## src/rtl/interval_timer_pkg.sv

```systemverilog
package interval_timer_pkg;

  localparam int ADDR_W = 4;
  localparam int BYTE_W = 8;

  typedef logic [ADDR_W-1:0] addr_t;

  localparam addr_t A_MODE = 4'h0;
  localparam addr_t A_MASK = 4'h1;
  localparam addr_t A_STAT = 4'h2;
  localparam addr_t A_LIM0 = 4'h4;
  localparam addr_t A_CNT0 = 4'h8;
  localparam addr_t A_DIV  = 4'hC;

  // bit positions match the mode byte: bit0 continuous, bit1 single pass
  typedef enum logic [1:0] {
    MODE_IDLE = 2'b00,
    MODE_LOOP = 2'b01,
    MODE_ONCE = 2'b10
  } mode_e;

  // single pass wins when both request bits are written
  function automatic mode_e decode_mode(input logic [BYTE_W-1:0] d);
    if (d[1])      return MODE_ONCE;
    else if (d[0]) return MODE_LOOP;
    else           return MODE_IDLE;
  endfunction

  function automatic logic [BYTE_W-1:0] mode_image(input mode_e m);
    return {{(BYTE_W-2){1'b0}}, m};
  endfunction

endpackage

```

## src/rtl/itmr_prescaler.sv

```systemverilog
module itmr_prescaler #(
  parameter int DIV_W = 8
) (
  input  logic             clk,
  input  logic             rst,
  input  logic             run,
  input  logic             restart,
  input  logic [DIV_W-1:0] div,
  output logic             tick
);

  logic [DIV_W-1:0] phase_q;

  // ">=" keeps a phase that overshoots a freshly lowered divide from
  // running all the way around the counter
  function automatic logic phase_done(input logic [DIV_W-1:0] ph,
                                      input logic [DIV_W-1:0] lim);
    return ph >= lim;
  endfunction

  function automatic logic [DIV_W-1:0] phase_next(input logic [DIV_W-1:0] ph,
                                                  input logic [DIV_W-1:0] lim);
    return phase_done(ph, lim) ? '0 : ph + DIV_W'(1);
  endfunction

  assign tick = run && !restart && phase_done(phase_q, div);

  always_ff @(posedge clk) begin
    if (rst)          phase_q <= '0;
    else if (restart) phase_q <= '0;
    else if (run)     phase_q <= phase_next(phase_q, div);
  end

endmodule

```

## src/rtl/itmr_counter.sv

```systemverilog
module itmr_counter #(
  parameter int CNT_W = 32
) (
  input  logic             clk,
  input  logic             rst,
  input  logic             restart,
  input  logic             loop,
  input  logic             tick,
  input  logic [CNT_W-1:0] limit,
  output logic [CNT_W-1:0] cnt,
  output logic             wrap_evt
);

  logic [CNT_W-1:0] cnt_q;

  // at the terminal value: back to zero when continuous, hold when single pass
  function automatic logic [CNT_W-1:0] next_count(input logic [CNT_W-1:0] cur,
                                                  input logic [CNT_W-1:0] lim,
                                                  input logic             lp);
    if (cur == lim) return lp ? '0 : cur;
    else            return cur + CNT_W'(1);
  endfunction

  assign wrap_evt = tick && (cnt_q == limit);
  assign cnt      = cnt_q;

  always_ff @(posedge clk) begin
    if (rst)          cnt_q <= '0;
    else if (restart) cnt_q <= '0;
    else if (tick)    cnt_q <= next_count(cnt_q, limit, loop);
  end

endmodule

```

## src/rtl/itmr_regfile.sv

```systemverilog
module itmr_regfile
  import interval_timer_pkg::*;
#(
  parameter int CNT_W = 32,
  parameter int DIV_W = 8
) (
  input  logic              clk,
  input  logic              rst,
  input  logic [ADDR_W-1:0] addr,
  input  logic              wr_en,
  input  logic [BYTE_W-1:0] wr_data,
  input  logic              rd_en,
  output logic [BYTE_W-1:0] rd_data,
  input  logic [CNT_W-1:0]  cnt,
  input  logic              wrap_evt,
  output logic [CNT_W-1:0]  limit,
  output logic [DIV_W-1:0]  div,
  output logic              loop,
  output logic              once,
  output logic              ien,
  output logic              hit,
  output logic              start,
  output logic              cfg_clr,
  output logic              w1c
);

  localparam int LANES = CNT_W / BYTE_W;

  mode_e             mode_q;
  logic              ien_q;
  logic              hit_q;
  logic [DIV_W-1:0]  div_q;
  logic [CNT_W-1:0]  shadow_q;
  logic [BYTE_W-1:0] lim_byte_q [LANES];
  logic [LANES-1:0]  lim_wr;
  logic              wr_mode;
  logic              wr_mask;
  logic              wr_div;
  logic              snap;
  logic [BYTE_W-1:0] rd_mux;

  function automatic logic [BYTE_W-1:0] lane_of(input logic [CNT_W-1:0] w,
                                                input int k);
    return w[k*BYTE_W +: BYTE_W];
  endfunction

  assign wr_mode = wr_en && (addr == A_MODE);
  assign wr_mask = wr_en && (addr == A_MASK);
  assign wr_div  = wr_en && (addr == A_DIV);
  assign w1c     = wr_en && (addr == A_STAT) && wr_data[0];
  assign start   = wr_mode && (wr_data[1:0] != 2'b00);
  assign cfg_clr = wr_mode || (|lim_wr);
  assign snap    = rd_en && (addr == A_CNT0);

  for (genvar g = 0; g < LANES; g++) begin : g_lim
    localparam addr_t LANE_ADDR = A_LIM0 + ADDR_W'(g);
    assign lim_wr[g] = wr_en && (addr == LANE_ADDR);
    assign limit[g*BYTE_W +: BYTE_W] = lim_byte_q[g];
    always_ff @(posedge clk) begin
      if (rst)            lim_byte_q[g] <= '1;
      else if (lim_wr[g]) lim_byte_q[g] <= wr_data;
    end
  end

  always_ff @(posedge clk) begin
    if (rst)                                mode_q <= MODE_IDLE;
    else if (wr_mode)                       mode_q <= decode_mode(wr_data);
    else if (wrap_evt && mode_q == MODE_ONCE) mode_q <= MODE_IDLE;
  end

  // reconfiguration beats a new hit; a new hit beats a software clear
  always_ff @(posedge clk) begin
    if (rst)           hit_q <= 1'b0;
    else if (cfg_clr)  hit_q <= 1'b0;
    else if (wrap_evt) hit_q <= 1'b1;
    else if (w1c)      hit_q <= 1'b0;
  end

  always_ff @(posedge clk) begin
    if (rst) begin
      ien_q <= 1'b0;
      div_q <= '0;
    end else begin
      if (wr_mask) ien_q <= wr_data[0];
      if (wr_div)  div_q <= wr_data[DIV_W-1:0];
    end
  end

  always_ff @(posedge clk) begin
    if (rst)       shadow_q <= '0;
    else if (snap) shadow_q <= cnt;
  end

  always_comb begin
    rd_mux = '0;
    if (addr == A_MODE) rd_mux = mode_image(mode_q);
    if (addr == A_MASK) rd_mux = {{(BYTE_W-1){1'b0}}, ien_q};
    if (addr == A_STAT) rd_mux = {{(BYTE_W-1){1'b0}}, hit_q};
    if (addr == A_DIV)  rd_mux = BYTE_W'(div_q);
    for (int k = 0; k < LANES; k++) begin
      if (addr == A_LIM0 + ADDR_W'(k)) rd_mux = lim_byte_q[k];
      if (addr == A_CNT0 + ADDR_W'(k)) rd_mux = (k == 0) ? lane_of(cnt, 0) : lane_of(shadow_q, k);
    end
  end

  always_ff @(posedge clk) begin
    if (rst)        rd_data <= '0;
    else if (rd_en) rd_data <= rd_mux;
  end

  assign div  = div_q;
  assign loop = (mode_q == MODE_LOOP);
  assign once = (mode_q == MODE_ONCE);
  assign ien  = ien_q;
  assign hit  = hit_q;

endmodule

```

## src/rtl/interval_timer.sv

```systemverilog
module interval_timer
  import interval_timer_pkg::*;
#(
  parameter int CNT_W = 32,
  parameter int DIV_W = 8
) (
  input  logic              clk,
  input  logic              rst,
  input  logic [ADDR_W-1:0] bus_addr,
  input  logic              bus_wr,
  input  logic [BYTE_W-1:0] bus_wdata,
  input  logic              bus_rd,
  output logic [BYTE_W-1:0] bus_rdata,
  output logic              irq
);

  logic [CNT_W-1:0] cnt_w;
  logic [CNT_W-1:0] limit_w;
  logic [DIV_W-1:0] div_w;
  logic             tick_w;
  logic             wrap_evt_w;
  logic             loop_w;
  logic             once_w;
  logic             run_w;
  logic             ien_w;
  logic             hit_w;
  logic             start_w;
  logic             cfg_clr_w;
  logic             w1c_w;

  assign run_w = loop_w || once_w;

  itmr_regfile #(.CNT_W(CNT_W), .DIV_W(DIV_W)) regs_i (
    .clk      (clk),
    .rst      (rst),
    .addr     (bus_addr),
    .wr_en    (bus_wr),
    .wr_data  (bus_wdata),
    .rd_en    (bus_rd),
    .rd_data  (bus_rdata),
    .cnt      (cnt_w),
    .wrap_evt (wrap_evt_w),
    .limit    (limit_w),
    .div      (div_w),
    .loop     (loop_w),
    .once     (once_w),
    .ien      (ien_w),
    .hit      (hit_w),
    .start    (start_w),
    .cfg_clr  (cfg_clr_w),
    .w1c      (w1c_w)
  );

  itmr_prescaler #(.DIV_W(DIV_W)) presc_i (
    .clk     (clk),
    .rst     (rst),
    .run     (run_w),
    .restart (start_w),
    .div     (div_w),
    .tick    (tick_w)
  );

  itmr_counter #(.CNT_W(CNT_W)) count_i (
    .clk      (clk),
    .rst      (rst),
    .restart  (start_w),
    .loop     (loop_w),
    .tick     (tick_w),
    .limit    (limit_w),
    .cnt      (cnt_w),
    .wrap_evt (wrap_evt_w)
  );

  assign irq = hit_w && ien_w;

endmodule

```

## config.mk

```make
export PLATFORM = sky130hd
export DESIGN_NAME = interval_timer
export DESIGN_NICKNAME = d
export VERILOG_FILES = /design/src/rtl/interval_timer_pkg.sv /design/src/rtl/itmr_prescaler.sv /design/src/rtl/itmr_counter.sv /design/src/rtl/itmr_regfile.sv /design/src/rtl/interval_timer.sv
export SDC_FILE = /design/constraint.sdc
export NUM_CORES = 1
export LEC_CHECK = 0
export BUFFER_PORTS_ARGS = -buffer_cell sky130_fd_sc_hd__buf_2
export CAP_MARGIN = 5
export CORE_ASPECT_RATIO = 0.6
export CORE_UTILIZATION = 44
export DETAILED_ROUTE_END_ITERATION = 12
export SLEW_MARGIN = 5
export SYNTH_ARGS = -nofsm -noshare
export SYNTH_HDL_FRONTEND = slang
export SYNTH_SLANG_ARGS = --single-unit
```

## constraint.sdc

```tcl
create_clock -name clk -period 4.26 [get_ports clk]
set_input_delay 0.639 -clock clk [delete_from_list [all_inputs] [get_ports clk]]
set_output_delay 0.639 -clock clk [all_outputs]
set_load 0.01 [all_outputs]
```

# After elaboration in Yosys (flattened, before gate mapping)
# Memory sizes are Yosys's and may differ from the RTL's.
# Cells that the tools add are included.
# totals
elab_cells	97
mem_bits_rw	32
mem_count	1
output_inout_bits	9
in_bits	16
latchBits	0
reg_bits	92
romBits	0
# mem_list
name	depth	word_bits	rd	rd_clocked_by_memory_dff	wr	line	source
regs_i.lim_byte_q	4	8	4	0	4	itmr_regfile.sv:34	logic [BYTE_W-1:0] lim_byte_q [LANES];
# op_classes
eq_ne	15
mul	0
div_mod_pow	0
addsub	2
bitwise	4
n_shift	0
muxes	39
order_cmp	1
n_reduce_logical	27
# ops
cell	n
two-way mux 8 bit	14
two-way mux 32 bit	2
adder 32 x 1 -> 32 bit (second input constant)	1
== test 32 bit	1
== test 4 bit (second input constant)	5
two-way mux 1 bit	17
== test 4 x 3 -> 1 bit (second input constant)	4
logical AND 1 bit	16
two-way mux 2 bit	6
adder 8 x 1 -> 8 bit (second input constant)	1
>= comparator 8 bit	1
nonzero test 2 bit	3
== test 4 x 1 -> 1 bit (second input constant)	1
== test 4 x 2 -> 1 bit (second input constant)	1
zero test 4 bit	1
bitwise OR 1 bit	4
OR reduction 2 bit	2
OR reduction 4 bit	1
== test 2 x 1 -> 1 bit (second input constant)	1
== test 2 bit (second input constant)	1
logical OR 1 bit	2
inequality test 2 x 1 -> 1 bit (second input constant)	1
AND reduction 2 bit	1
zero test 1 bit	1

# Depth between registers and ports, before layout
# Gate-level depths: netlist of run 1.
# depth
depth_word	13
ltp_mapped	11
depth_no_buf	9

# Hierarchy
# From an unflattened synthesis of run 1, not the netlist that was laid out.
# hier_totals
hier_cells	727
area_unflattened_um2	6591.3
# modules_own_cells
mod	instances	area_each_um2	seq_area_each_um2	cells_each
itmr_regfile	1	3712.3	1841.8	379
itmr_counter	1	2234.6	640.6	281
itmr_prescaler	1	631.9	160.2	65
interval_timer	1	12.5	0.0	2

# Worst setup path after synthesis of run 1
# OpenSTA, ideal clock, no wires.
# synth_path
path_type	input-to-reg
startpoint	input bus_addr[0]
endpoint	memory regs_i.lim_byte_q[3][0] (enable)
setup_slack_ps	1877
required_time_ps	3876
setup_ps	384
stages	4
arrival_ps	1999
path_cell_list	buf_1 -> clkbuf_1 -> nand2_1 -> o21ai_0
# synth_rtl
item	line	source
from (decl)	interval_timer.sv:9	input logic [ADDR_W-1:0] bus_addr,
to (decl)	itmr_regfile.sv:34	

# Worst setup path after layout of run 1
# layout_path
startpoint	register regs_i.div_q[4], in the netlist regs_i.div[4]
endpoint	register count_i.cnt_q[17], in the netlist count_i.cnt[17]
# layout_between
elab_chain_cells	3
# layout_rtl
item	line	source
from (decl)	itmr_regfile.sv:32	logic [DIV_W-1:0] div_q;
from (signal assigned)	itmr_regfile.sv:85	if (wr_div) div_q <= wr_data[DIV_W-1:0];
>= comparator 8 bit	itmr_prescaler.sv:18	return ph >= lim;
logical AND 1 bit	itmr_prescaler.sv:26	assign tick = run && !restart && phase_done(phase_q, div);
AND reduction 2 bit (no line)	--	
to (signal assigned)	itmr_counter.sv:30	else if (tick) cnt_q <= next_count(cnt_q, limit, loop);
to (decl)	itmr_counter.sv:14	logic [CNT_W-1:0] cnt_q;
# No other way between the ends.
# A chain may end at the register's enable or synchronous reset.

==> results of run 1 <==
[routing by layer]
layer / part of all wire, % / routed length, um / GRT usage, % / vias to the layer above
li1: - / - / - / 2468
met1: 50 / 9385 / 44.07 / 2497
met2: 37 / 6851 / 34.59 / 279
met3: 12 / 2304 / 8.236 / 22
met4: 1.2 / 219 / 6.987 / 0
met5: 0 / 0 / 0 / -
[placed cells by master (no fill, tap or decap), types with 18 or more instances in the layout]
cell type | synthesis | routed
nand2_1 | 87 | 87
dfxtp_1 | 84 | 84
nor2_1 | 78 | 78
xor2_1 | 40 | 40
a21oi_1 | 38 | 38
edfxtp_1 | 32 | 32
nand3_1 | 28 | 28
xnor2_1 | 28 | 28
nor4_1 | 27 | 27
buf_2 | 13 | 24
or2_2 | 23 | 23
buf_4 | 3 | 19
inv_1 | 18 | 18
clkbuf_16 | 0 | 18
[worst min-delay path: cells and delay by family (launching register included)]
| kind | cells | cell delay (ns) |
|---|---|---|
| DFF | 1 | 0.31 |
| and+or+nand+nor | 1 | 0.05 |
| AOI/OAI and AO/OA | 1 | 0.05 |
[where the power goes]
group	leakage (nW)	switching, W	total [W]	internal [W]
combinational	1.20	0.000107	0.000156	0.0000492
clock	0.298	0.000532	0.00149	0.000954
sequential	0.999	0.0000244	0.00118	0.00116
total	2.50	0.000663	0.00283	0.00216
[final cells by class]
type	instances	area share, %
clock buffers	20	6.602
clock inverters	12	2.165
inverters	18	0.9740
multi-input cells	519	45.31
flip-flops and latches	116	38.10
well taps	170	3.066
repair buffers	43	3.788
[per-stage QoR]
step | utilization (%) | cells | hold WS [ns]
detailed placement | 48.34 | 866 | 0.4477
global route | 52.98 | 898 | 0.4712
CTS | 52.98 | 898 | 0.4551
floorplan | - | 693 | 0.4318
finish | 52.98 | 898 | 0.4559
global placement | 48.34 | 866 | 0.4426
[registers in the layout (all words and copies together), names as in the netlist]
name and count:
regs_i.div 8, presc_i.phase_q 8, regs_i.shadow_q 24, regs_i.mode_q 2, regs_i.rd_data 8, count_i.cnt 32
regs_i.lim_byte_q 32, regs_i.ien 1, regs_i.hit 1
[worst max path at each step]
stage	startpoint	to	slack (ns)	cells after the start
finish	regs_i.div[4]$_SDFFE_PP0P_	count_i.cnt[17]$_SDFFE_PP0P_	1.23	10
global route	regs_i.div[4]$_SDFFE_PP0P_	count_i.cnt[18]$_SDFFE_PP0P_	1.04	10
CTS	presc_i.phase_q[0]$_SDFFE_PP0N_	count_i.cnt[18]$_SDFFE_PP0P_	1.28	10
detailed placement	bus_addr[0]	count_i.cnt[18]$_SDFFE_PP0P_	1.03	9
global placement	bus_addr[0]	count_i.cnt[18]$_SDFFE_PP0P_	1.07	9
floorplan	bus_addr[0]	regs_i.lim_byte_q[3][0]$_SDFFCE_PN1P_	1.88	4
[cells by family after synthesis]
kind of cell / count (synthesis) / share of synthesized area (%)
buffers and inverters: 58 / 4.106
AO/OA/AOI/OAI: 101 / 10.58
AND/OR/NAND/NOR: 318 / 25.78
flip-flops: 116 / 43.80
adder cells (fa/ha/maj): 12 / 2.489
XOR/XNOR: 68 / 9.872
multiplexers: 20 / 3.380
==> flow_metrics.env, run 1 <==
export IMPL_hold_path_startpoint="regs_i.shadow_q[17]$_SDFFE_PP0P_"
export IMPL_dr_pass1_iters=6
export IMPL_die_height_um=92.71
export IMPL_wl_per_cell_um=20.89
export IMPL_grt_use_total_pct=27.69
export IMPL_ant_nets=0
export IMPL_yosys_warnings=0
export IMPL_syn_mean_instance_area_um2=8.706
export IMPL_power_leakage_nw=2.501
export IMPL_crit_chain="inv_1 > ha_1 > a21o_1 > a2111oi_0 > o21a_1 > nand2b_1 > nor3_1 > a21o_1 > buf_4 > nor2_1"
export IMPL_synth_nets=721
export IMPL_numClockSinks=116
export IMPL_reg2regPathDepth=10
export IMPL_fmax_mhz=330.4
export IMPL_p_total_w=0.002825
export IMPL_vdd_drop_max_mv=0.2187
export IMPL_grt_start_max_net_pins=41
export IMPL_min_period_ns=3.027
export IMPL_synth_top_flop_cell="dfxtp_1"
export IMPL_maxSlewViolCount=0
export IMPL_fin_crit_sh_pct=71.05
export IMPL_crit_type="reg -> reg"
export IMPL_seq_area_um2=2643
export IMPL_post_route_drc_count=0
export IMPL_r2r_start="regs_i.div[4]$_SDFFE_PP0P_"
export IMPL_skew_ns=0.01211
export IMPL_ys_async_sr_fraction_pct=0
export IMPL_holdBufCountCts=0
export IMPL_yosysMostFrequentCell="nand2_1"
export IMPL_postSynthCellCount=693
export IMPL_status="complete, no violations"
export IMPL_htree_levels=4
export IMPL_drive_above_1_share_pct=14.15
export IMPL_drtIter0Drc=563
export IMPL_ys_seq_area_share_pct=43.80
export IMPL_yosys_top_cells_count="nand2_1 (87), dfxtp_1 (84), nor2_1 (78)"
export IMPL_tns_ns=0
export IMPL_cp_slowest_cell="nand2b_1"
export IMPL_setup_viol_count_final=0
export IMPL_synth_edf_count=32
export IMPL_gp_congestion=0.9674
export IMPL_synthDominantCellAreaShare_pct=27.87
export IMPL_fillers=1220
export IMPL_netlist_top_cells_area="dfxtp_1 (28%), edfxtp_1 (16%), xor2_1 (5.8%), nand2_1 (5.4%), nor2_1 (4.9%)"
export IMPL_critPathRequiredTime_ns=4.60
export IMPL_cp_max_fo=30
export IMPL_path_clk_slew_ns=0.05
export IMPL_r2r_setup_slack_ns=1.23
export IMPL_placed_area_um2=6329
export IMPL_cp_slowest_stage_delay_ns=0.48
export IMPL_grt_pass1_vias=4807
export IMPL_clock_path_buffers=2
export IMPL_die_w_um=153.2
export IMPL_cp_start_kind="register"
export IMPL_worstMarginPinSlew_ns=0.9495
export IMPL_cap_violations=0
export IMPL_crit_path_frequent_cell="a21o_1"
export IMPL_synth_top_area_cell="dfxtp_1"
export IMPL_path_delay_family="compound AO/OA/AOI/OAI gates"
export IMPL_start_util_pct=46.08
export IMPL_cts_tree="yes"
export IMPL_final_hold_viol_count=0
export IMPL_fp_dieArea_um2=14200
export IMPL_routed_via_density=5.864
export IMPL_place_worst_setup_slack_ns=1.032
export IMPL_hp_class="reg -> reg"
export IMPL_arrival_ns=3.37
export IMPL_synth_seq_cells=116
export IMPL_rsz0062_at_grt="false"
export IMPL_io_buffers=24
export IMPL_numCtsBuffers=17
export IMPL_slew_headroom_pct=36.21
export IMPL_grt_pass1_wl_mm=28.83
export IMPL_drt_wl_total_mm=18.76
export IMPL_reg2reg_to="count_i.cnt[17]$_SDFFE_PP0P_"
export IMPL_cts_setup_buffers=0
export IMPL_syn_cell_area_um2=6033
export IMPL_fp_row_count=32
export IMPL_fin_ws_ns=1.233
export IMPL_p_per_area_nw_per_um2=407.3
export IMPL_core_area_um2=13090
export IMPL_hpwl_mm=13.89
export IMPL_diodes=0
export IMPL_antenna_found_initial=0
export IMPL_cts_root_buffer="clkbuf_16"
export IMPL_overflow=0
export IMPL_num_nets_final=743
export IMPL_design_area_um2=6937
export IMPL_clk_latency_ns=0.42
export IMPL_multiInputGateArea_um2=3143
export IMPL_critPathCaptureType="register"
export IMPL_num_vias=5266
export IMPL_cts_repair_resized=0
export IMPL_min_to="regs_i.shadow_q[17]$_SDFFE_PP0P_"
export IMPL_holdPathStages=2
export IMPL_io_pin_count=25
export IMPL_cp_num_buf_inv=2
export IMPL_synth_cell_types=54
export IMPL_synthToLayoutAreaGrowth_pct=14.97
Power figures use the tool's default switching activity.
==> inputs of run 2 (changes only) <==
==> constraint.sdc (replaced) <==
create_clock -name clk -period 2.84 [get_ports clk]
set_input_delay 0.426 -clock clk [delete_from_list [all_inputs] [get_ports clk]]
set_output_delay 0.426 -clock clk [all_outputs]
set_load 0.01 [all_outputs]
==> run 2 against run 1 <==
Sequential power grew 51%. Final area is 3.5% higher. Sequential share of layout area fell by 1.3 points. Via count is 3.5% higher. Core utilization rose by 1.8 points. Largest power group unchanged.
==> flow_metrics.env, run 2 (synthesized netlist as in run 1, its figures left out) <==
export IMPL_hpwl_mm=14.43
export IMPL_reg2reg_to="count_i.cnt[23]$_SDFFE_PP0P_"
export IMPL_final_cell_mix="nand2_1 (87), dfxtp_1 (84), nor2_1 (78)"
export IMPL_hold_path_startpoint="bus_wdata[0]"
export IMPL_met2_length_mm=7.086
export IMPL_ant_nets=0
export IMPL_io_pin_count=25
export IMPL_worstMarginPinSlew_ns=0.6164
export IMPL_fin_crit_sh_pct=89.94
export IMPL_cp_max_fo=30
export IMPL_power_leakage_nw=2.657
export IMPL_cp_start_kind="register"
export IMPL_die_height_um=92.71
export IMPL_skew_ns=0.008150
export IMPL_synthToLayoutAreaGrowth_pct=18.98
export IMPL_place_worst_setup_slack_ns=0.3386
export IMPL_min_to="regs_i.ien$_SDFFE_PP0P_"
export IMPL_crit_type="reg -> reg"
export IMPL_cts_setup_buffers=0
export IMPL_final_util_pct=54.83
export IMPL_p_total_w=0.004290
export IMPL_cp_slowest_cell="a2111oi_0"
export IMPL_crit_path_frequent_cell="a21o_1"
export IMPL_grt_use_total_pct=28.30
export IMPL_cp_slowest_stage_delay_ns=0.50
export IMPL_min_period_ns=2.554
export IMPL_wl_met3_mm=2.754
export IMPL_p_per_area_nw_per_um2=597.7
export IMPL_vdd_drop_max_mv=0.3346
export IMPL_drt_wl_total_mm=19.24
export IMPL_clk_latency_ns=0.42
export IMPL_holdPathStages=3
export IMPL_maxSlewViolCount=0
export IMPL_critPathRequiredTime_ns=3.19
export IMPL_diodes=0
export IMPL_final_hold_viol_count=0
export IMPL_setup_viol_count_final=0
export IMPL_critPathCaptureType="register"
export IMPL_crit_chain="inv_1 > ha_1 > a21o_1 > a2111oi_0 > o21a_1 > nand2b_1 > nor3_1 > a21o_1 > buf_12 > nor2_1"
export IMPL_clock_path_buffers=2
export IMPL_grt_start_max_net_pins=39
export IMPL_die_w_um=153.2
export IMPL_cts_root_buffer="clkbuf_16"
export IMPL_slew_headroom_pct=58.76
export IMPL_fp_row_count=32
export IMPL_core_area_um2=13090
export IMPL_drt_met1_wl_mm=9.196
export IMPL_dr_pass1_iters=5
export IMPL_wl_per_cell_um=20.80
export IMPL_gp_congestion=0.9192
export IMPL_post_route_drc_count=0
export IMPL_r2r_start="regs_i.div[4]$_SDFFE_PP0P_"
export IMPL_htree_levels=4
export IMPL_arrival_ns=2.90
export IMPL_holdBufCountCts=0
export IMPL_dp_cells=893
export IMPL_status="complete, no violations"
export IMPL_fp_dieArea_um2=14200
export IMPL_final_common_cell="nand2_1"
export IMPL_dr_max_layer_used="met5"
export IMPL_routed_via_density=5.891
export IMPL_drive_above_1_share_pct=17.35
export IMPL_cts_tree="yes"
export IMPL_cap_violations=0
export IMPL_reg2regPathDepth=10
export IMPL_path_delay_family="compound AO/OA/AOI/OAI gates"
export IMPL_antenna_found_initial=1
export IMPL_grt_pass1_vias=4929
export IMPL_final_cell_count_no_fill=925
export IMPL_r2r_setup_slack_ns=0.29
export IMPL_hp_class="in -> reg"
export IMPL_grt_pass1_wl_mm=29.64
export IMPL_overflow=0
export IMPL_drtIter0Drc=598
export IMPL_fmax_mhz=391.5
export IMPL_io_buffers=24
export IMPL_num_nets_final=770
export IMPL_start_util_pct=46.08
export IMPL_num_vias=5449
export IMPL_cp_num_buf_inv=2
export IMPL_rsz0062_at_grt="false"
export IMPL_tns_ns=0
export IMPL_numClockSinks=116
export IMPL_cts_repair_resized=0
export IMPL_numCtsBuffers=17
export IMPL_fin_ws_ns=0.2857
export IMPL_path_clk_slew_ns=0.06
-- run 2: cell types whose count changed in the layout (fill, tap and decap cells not counted) --
cell      previous run  this run
inv_6                1         0
inv_4                2         0
buf_12               0         2
clkinv_4             2         0
clkinv_1             1         0
clkinv_2             2         5
buf_4               19        44
clkbuf_8             0         3
-- run 2: worst max path at each step --
stage	start	endpoint	slack (ns)	cells past startpoint
2_1_floorplan	regs_i.div[4]$_SDFFE_PP0P_	count_i.cnt[18]$_SDFFE_PP0P_	0.64	11
3_3_place_gp	presc_i.phase_q[0]$_SDFFE_PP0N_	count_i.cnt[18]$_SDFFE_PP0P_	0.47	9
3_5_place_dp	regs_i.div[4]$_SDFFE_PP0P_	count_i.cnt[14]$_SDFFE_PP0P_	0.34	10
4_1_cts	regs_i.div[4]$_SDFFE_PP0P_	count_i.cnt[23]$_SDFFE_PP0P_	0.31	10
5_1_grt	regs_i.div[4]$_SDFFE_PP0P_	count_i.cnt[21]$_SDFFE_PP0P_	0.16	10
6_report	regs_i.div[4]$_SDFFE_PP0P_	count_i.cnt[23]$_SDFFE_PP0P_	0.29	10
-- run 2: final cells by class --
class | instances | area [um^2]
timing repair buffer | 70 | 490.5
clock buffer | 23 | 499.2
clock inverter | 9 | 122.6
multi-input combinational | 519 | 3143
tap | 170 | 212.7
fill | 1200 | 5914
inverter | 18 | 67.56
sequential | 116 | 2643
-- run 2: stage by stage --
stage	area, um^2	hold slack (ns)
2_1_floorplan	6033	0.4318
3_3_place_gp	6556	0.4416
3_5_place_dp	6556	0.4490
4_1_cts	7178	0.2942
5_1_grt	7178	0.3054
6_report	7178	0.2944
-- run 2: report_power, final --
group	switching (W)	leakage (nW)	internal [W]
Sequential	0.0000398	0.999	0.00174
Clock	0.000773	0.308	0.00149
Combinational	0.000160	1.35	0.0000840
-- run 2: worst reg2reg max path: stages, from the launching register on --
cell and delay (ns):
dfxtp_1 0.35, inv_1 0.06, ha_1 0.30, a21o_1 0.17, a2111oi_0 0.50, o21a_1 0.24, nand2b_1 0.24, nor3_1 0.10
a21o_1 0.21, buf_12 0.17, nor2_1 0.14
-- run 2: per-layer routing --
metal,up-vias,GRT usage (%)
li1,2523,-
met1,2611,44.39
met2,292,36.07
met3,21,8.985
met4,2,6.313
met5,-,0
==> inputs of run 3 (changes only) <==
--- a/config.mk
+++ b/config.mk
@@ -5,11 +5,13 @@
 export SDC_FILE = /design/constraint.sdc
 export NUM_CORES = 1
 export LEC_CHECK = 0
-export BUFFER_PORTS_ARGS = -buffer_cell sky130_fd_sc_hd__buf_2
+export BUFFER_PORTS_ARGS = -buffer_cell sky130_fd_sc_hd__clkbuf_2
 export CAP_MARGIN = 5
 export CORE_ASPECT_RATIO = 0.6
 export CORE_UTILIZATION = 44
 export DETAILED_ROUTE_END_ITERATION = 12
+export RECOVER_POWER = 50
+export SETUP_SLACK_MARGIN = 0.4
 export SLEW_MARGIN = 5
 export SYNTH_ARGS = -nofsm -noshare
 export SYNTH_HDL_FRONTEND = slang
==> run 3 against run 2 <==
Flip-flop and latch count stayed put. Combinational power is 3% lower. Clock skew is 0.0013 ns lower. Non-clock buffer count is 2 lower. Largest power group unchanged. Fmax is 7.6% higher. Setup slack better by 0.18 ns. Global-route usage is 0.62 points higher. Sequential share of layout area is 0.30 points higher. Highest routed layer is now met4. Via count hardly changed. Final area is 0.52% lower. Die area stayed put. Critical path type unchanged. Total power is 0.47% lower.
==> flow_metrics.env, run 3 (synthesized netlist as in run 1, its figures left out) <==
export IMPL_fp_dieArea_um2=14200
export IMPL_num_vias=5450
export IMPL_cp_max_fo=13
export IMPL_post_route_drc_count=0
export IMPL_p_per_area_nw_per_um2=598.0
export IMPL_critPathCaptureType="register"
export IMPL_cts_tree="yes"
export IMPL_seq_area_um2=2650
export IMPL_cap_violations=0
export IMPL_grt_pass1_vias=4969
export IMPL_synthToLayoutAreaGrowth_pct=18.35
export IMPL_path_clk_slew_ns=0.06
export IMPL_r2r_setup_slack_ns=0.47
export IMPL_setup_worst_path_end="count_i.cnt[14]$_SDFFE_PP0P_"
export IMPL_routed_via_density=5.898
export IMPL_fillers=1227
export IMPL_htree_levels=4
export IMPL_clk_latency_ns=0.42
export IMPL_grt_start_max_net_pins=40
export IMPL_final_cell_mix="nand2_1 (87), dfxtp_1 (80), nor2_1 (77)"
export IMPL_fin_ws_ns=0.4656
export IMPL_grt_use_total_pct=28.92
export IMPL_dr_pass1_iters=5
export IMPL_die_height_um=92.71
export IMPL_final_hold_viol_count=0
export IMPL_io_pin_count=25
export IMPL_clock_path_buffers=2
export IMPL_gp_congestion=0.9048
export IMPL_maxSlewViolCount=0
export IMPL_crit_type="reg -> reg"
export IMPL_num_nets_final=768
export IMPL_hpwl_mm=14.48
export IMPL_final_cell_count_no_fill=924
export IMPL_min_period_ns=2.374
export IMPL_die_w_um=153.2
export IMPL_grt_pass1_wl_mm=29.79
export IMPL_hp_class="in -> reg"
export IMPL_cp_startpoint="regs_i.mode_q[0]$_SDFFE_PP0P_"
export IMPL_fmax_mhz=421.2
export IMPL_cp_start_kind="register"
export IMPL_wl_per_cell_um=21.31
export IMPL_multiInputGateArea_um2=3167
export IMPL_status="complete, no violations"
export IMPL_core_area_um2=13090
export IMPL_ant_nets=0
export IMPL_final_common_cell="nand2_1"
export IMPL_arrival_ns=2.67
export IMPL_power_leakage_nw=2.590
export IMPL_slew_headroom_pct=24.47
export IMPL_overflow=0
export IMPL_drive_above_1_share_pct=16.47
export IMPL_vdd_drop_max_mv=0.3479
export IMPL_antenna_found_initial=1
export IMPL_setup_viol_count_final=0
export IMPL_cts_root_buffer="clkbuf_16"
export IMPL_critPathRequiredTime_ns=3.14
export IMPL_io_buffers=24
export IMPL_reg2regPathDepth=8
export IMPL_fin_crit_sh_pct=83.60
export IMPL_reg2reg_to="count_i.cnt[14]$_SDFFE_PP0P_"
export IMPL_place_worst_setup_slack_ns=0.4228
export IMPL_numCtsBuffers=17
export IMPL_dp_cells=891
export IMPL_numClockSinks=116
export IMPL_p_total_w=0.004270
export IMPL_fp_row_count=32
export IMPL_rsz0062_at_grt="true"
export IMPL_tns_ns=0
export IMPL_drt_wl_total_mm=19.69
export IMPL_start_util_pct=46.08
export IMPL_r2r_start="regs_i.mode_q[0]$_SDFFE_PP0P_"
export IMPL_drtIter0Drc=650
export IMPL_worstMarginPinSlew_ns=1.133
export IMPL_skew_ns=0.006899
## run 3: power by group
part           internal, W  total (W)  switching [W]
Sequential         0.00174    0.00178      0.0000377
Combinational    0.0000763   0.000237       0.000161
Clock              0.00144    0.00226       0.000815
## run 3: repair_timing
action                                 in CTS  in global routing
gates resized for setup                     0                 11
endpoints found under the hold margin       0                  0
hold buffers                                0                  0
setup endpoints to repair                   0                 38
setup buffers                               0                  0
## run 3: how the worst min path moves through the flow
| stage | startpoint | end | slack [ns] | cells after the start |
|---|---|---|---|---|
| after floorplan | regs_i.shadow_q[17]$_SDFFE_PP0P_ | regs_i.shadow_q[17]$_SDFFE_PP0P_ | 0.43 | 2 |
| after global placement | regs_i.shadow_q[24]$_SDFFE_PP0P_ | regs_i.shadow_q[24]$_SDFFE_PP0P_ | 0.44 | 2 |
| after detailed placement | regs_i.shadow_q[24]$_SDFFE_PP0P_ | regs_i.shadow_q[24]$_SDFFE_PP0P_ | 0.45 | 2 |
| after CTS | bus_wdata[0] | regs_i.ien$_SDFFE_PP0P_ | 0.28 | 3 |
| after global routing | bus_wdata[0] | regs_i.ien$_SDFFE_PP0P_ | 0.31 | 3 |
| final | bus_wdata[0] | regs_i.ien$_SDFFE_PP0P_ | 0.29 | 3 |
## run 3: stage by stage
| step | utilization, % | cell area [um^2] | hold slack [ns] |
|---|---|---|---|
| 2_1_floorplan | - | 6033 | 0.4318 |
| 3_3_place_gp | 49.87 | 6529 | 0.4413 |
| 3_5_place_dp | 49.87 | 6529 | 0.4459 |
| 4_1_cts | 54.61 | 7149 | 0.2841 |
| 5_1_grt | 54.52 | 7138 | 0.3069 |
| 6_report | 54.54 | 7141 | 0.2940 |
## run 3: per-layer routing
layer / global-route usage, % / up-vias / routed length, um
li1: - / 2533 / -
met1: 44.45 / 2620 / 9371
met2: 37.63 / 285 / 7519
met3: 9.640 / 12 / 2659
met4: 6.650 / 0 / 141
met5: 0 / - / 0
## run 3: area by class of cell
class / count / share of cell area [%]
tap: 170 / 2.979
inverter: 18 / 0.9462
antenna: 1 / 0.03504
clock buffer: 21 / 7.044
clock inverter: 11 / 1.647
timing repair buffer: 68 / 5.888
multi-input combinational: 519 / 44.35
sequential: 116 / 37.11
## run 3: critical path: stages, from the launching register on
cell and delay [ns]:
dfxtp_1 0.39, inv_1 0.06, ha_1 0.45, nor3_2 0.31, nand2b_4 0.09, buf_4 0.19
or4_1 0.55, xor2_1 0.15, nor2_1 0.05
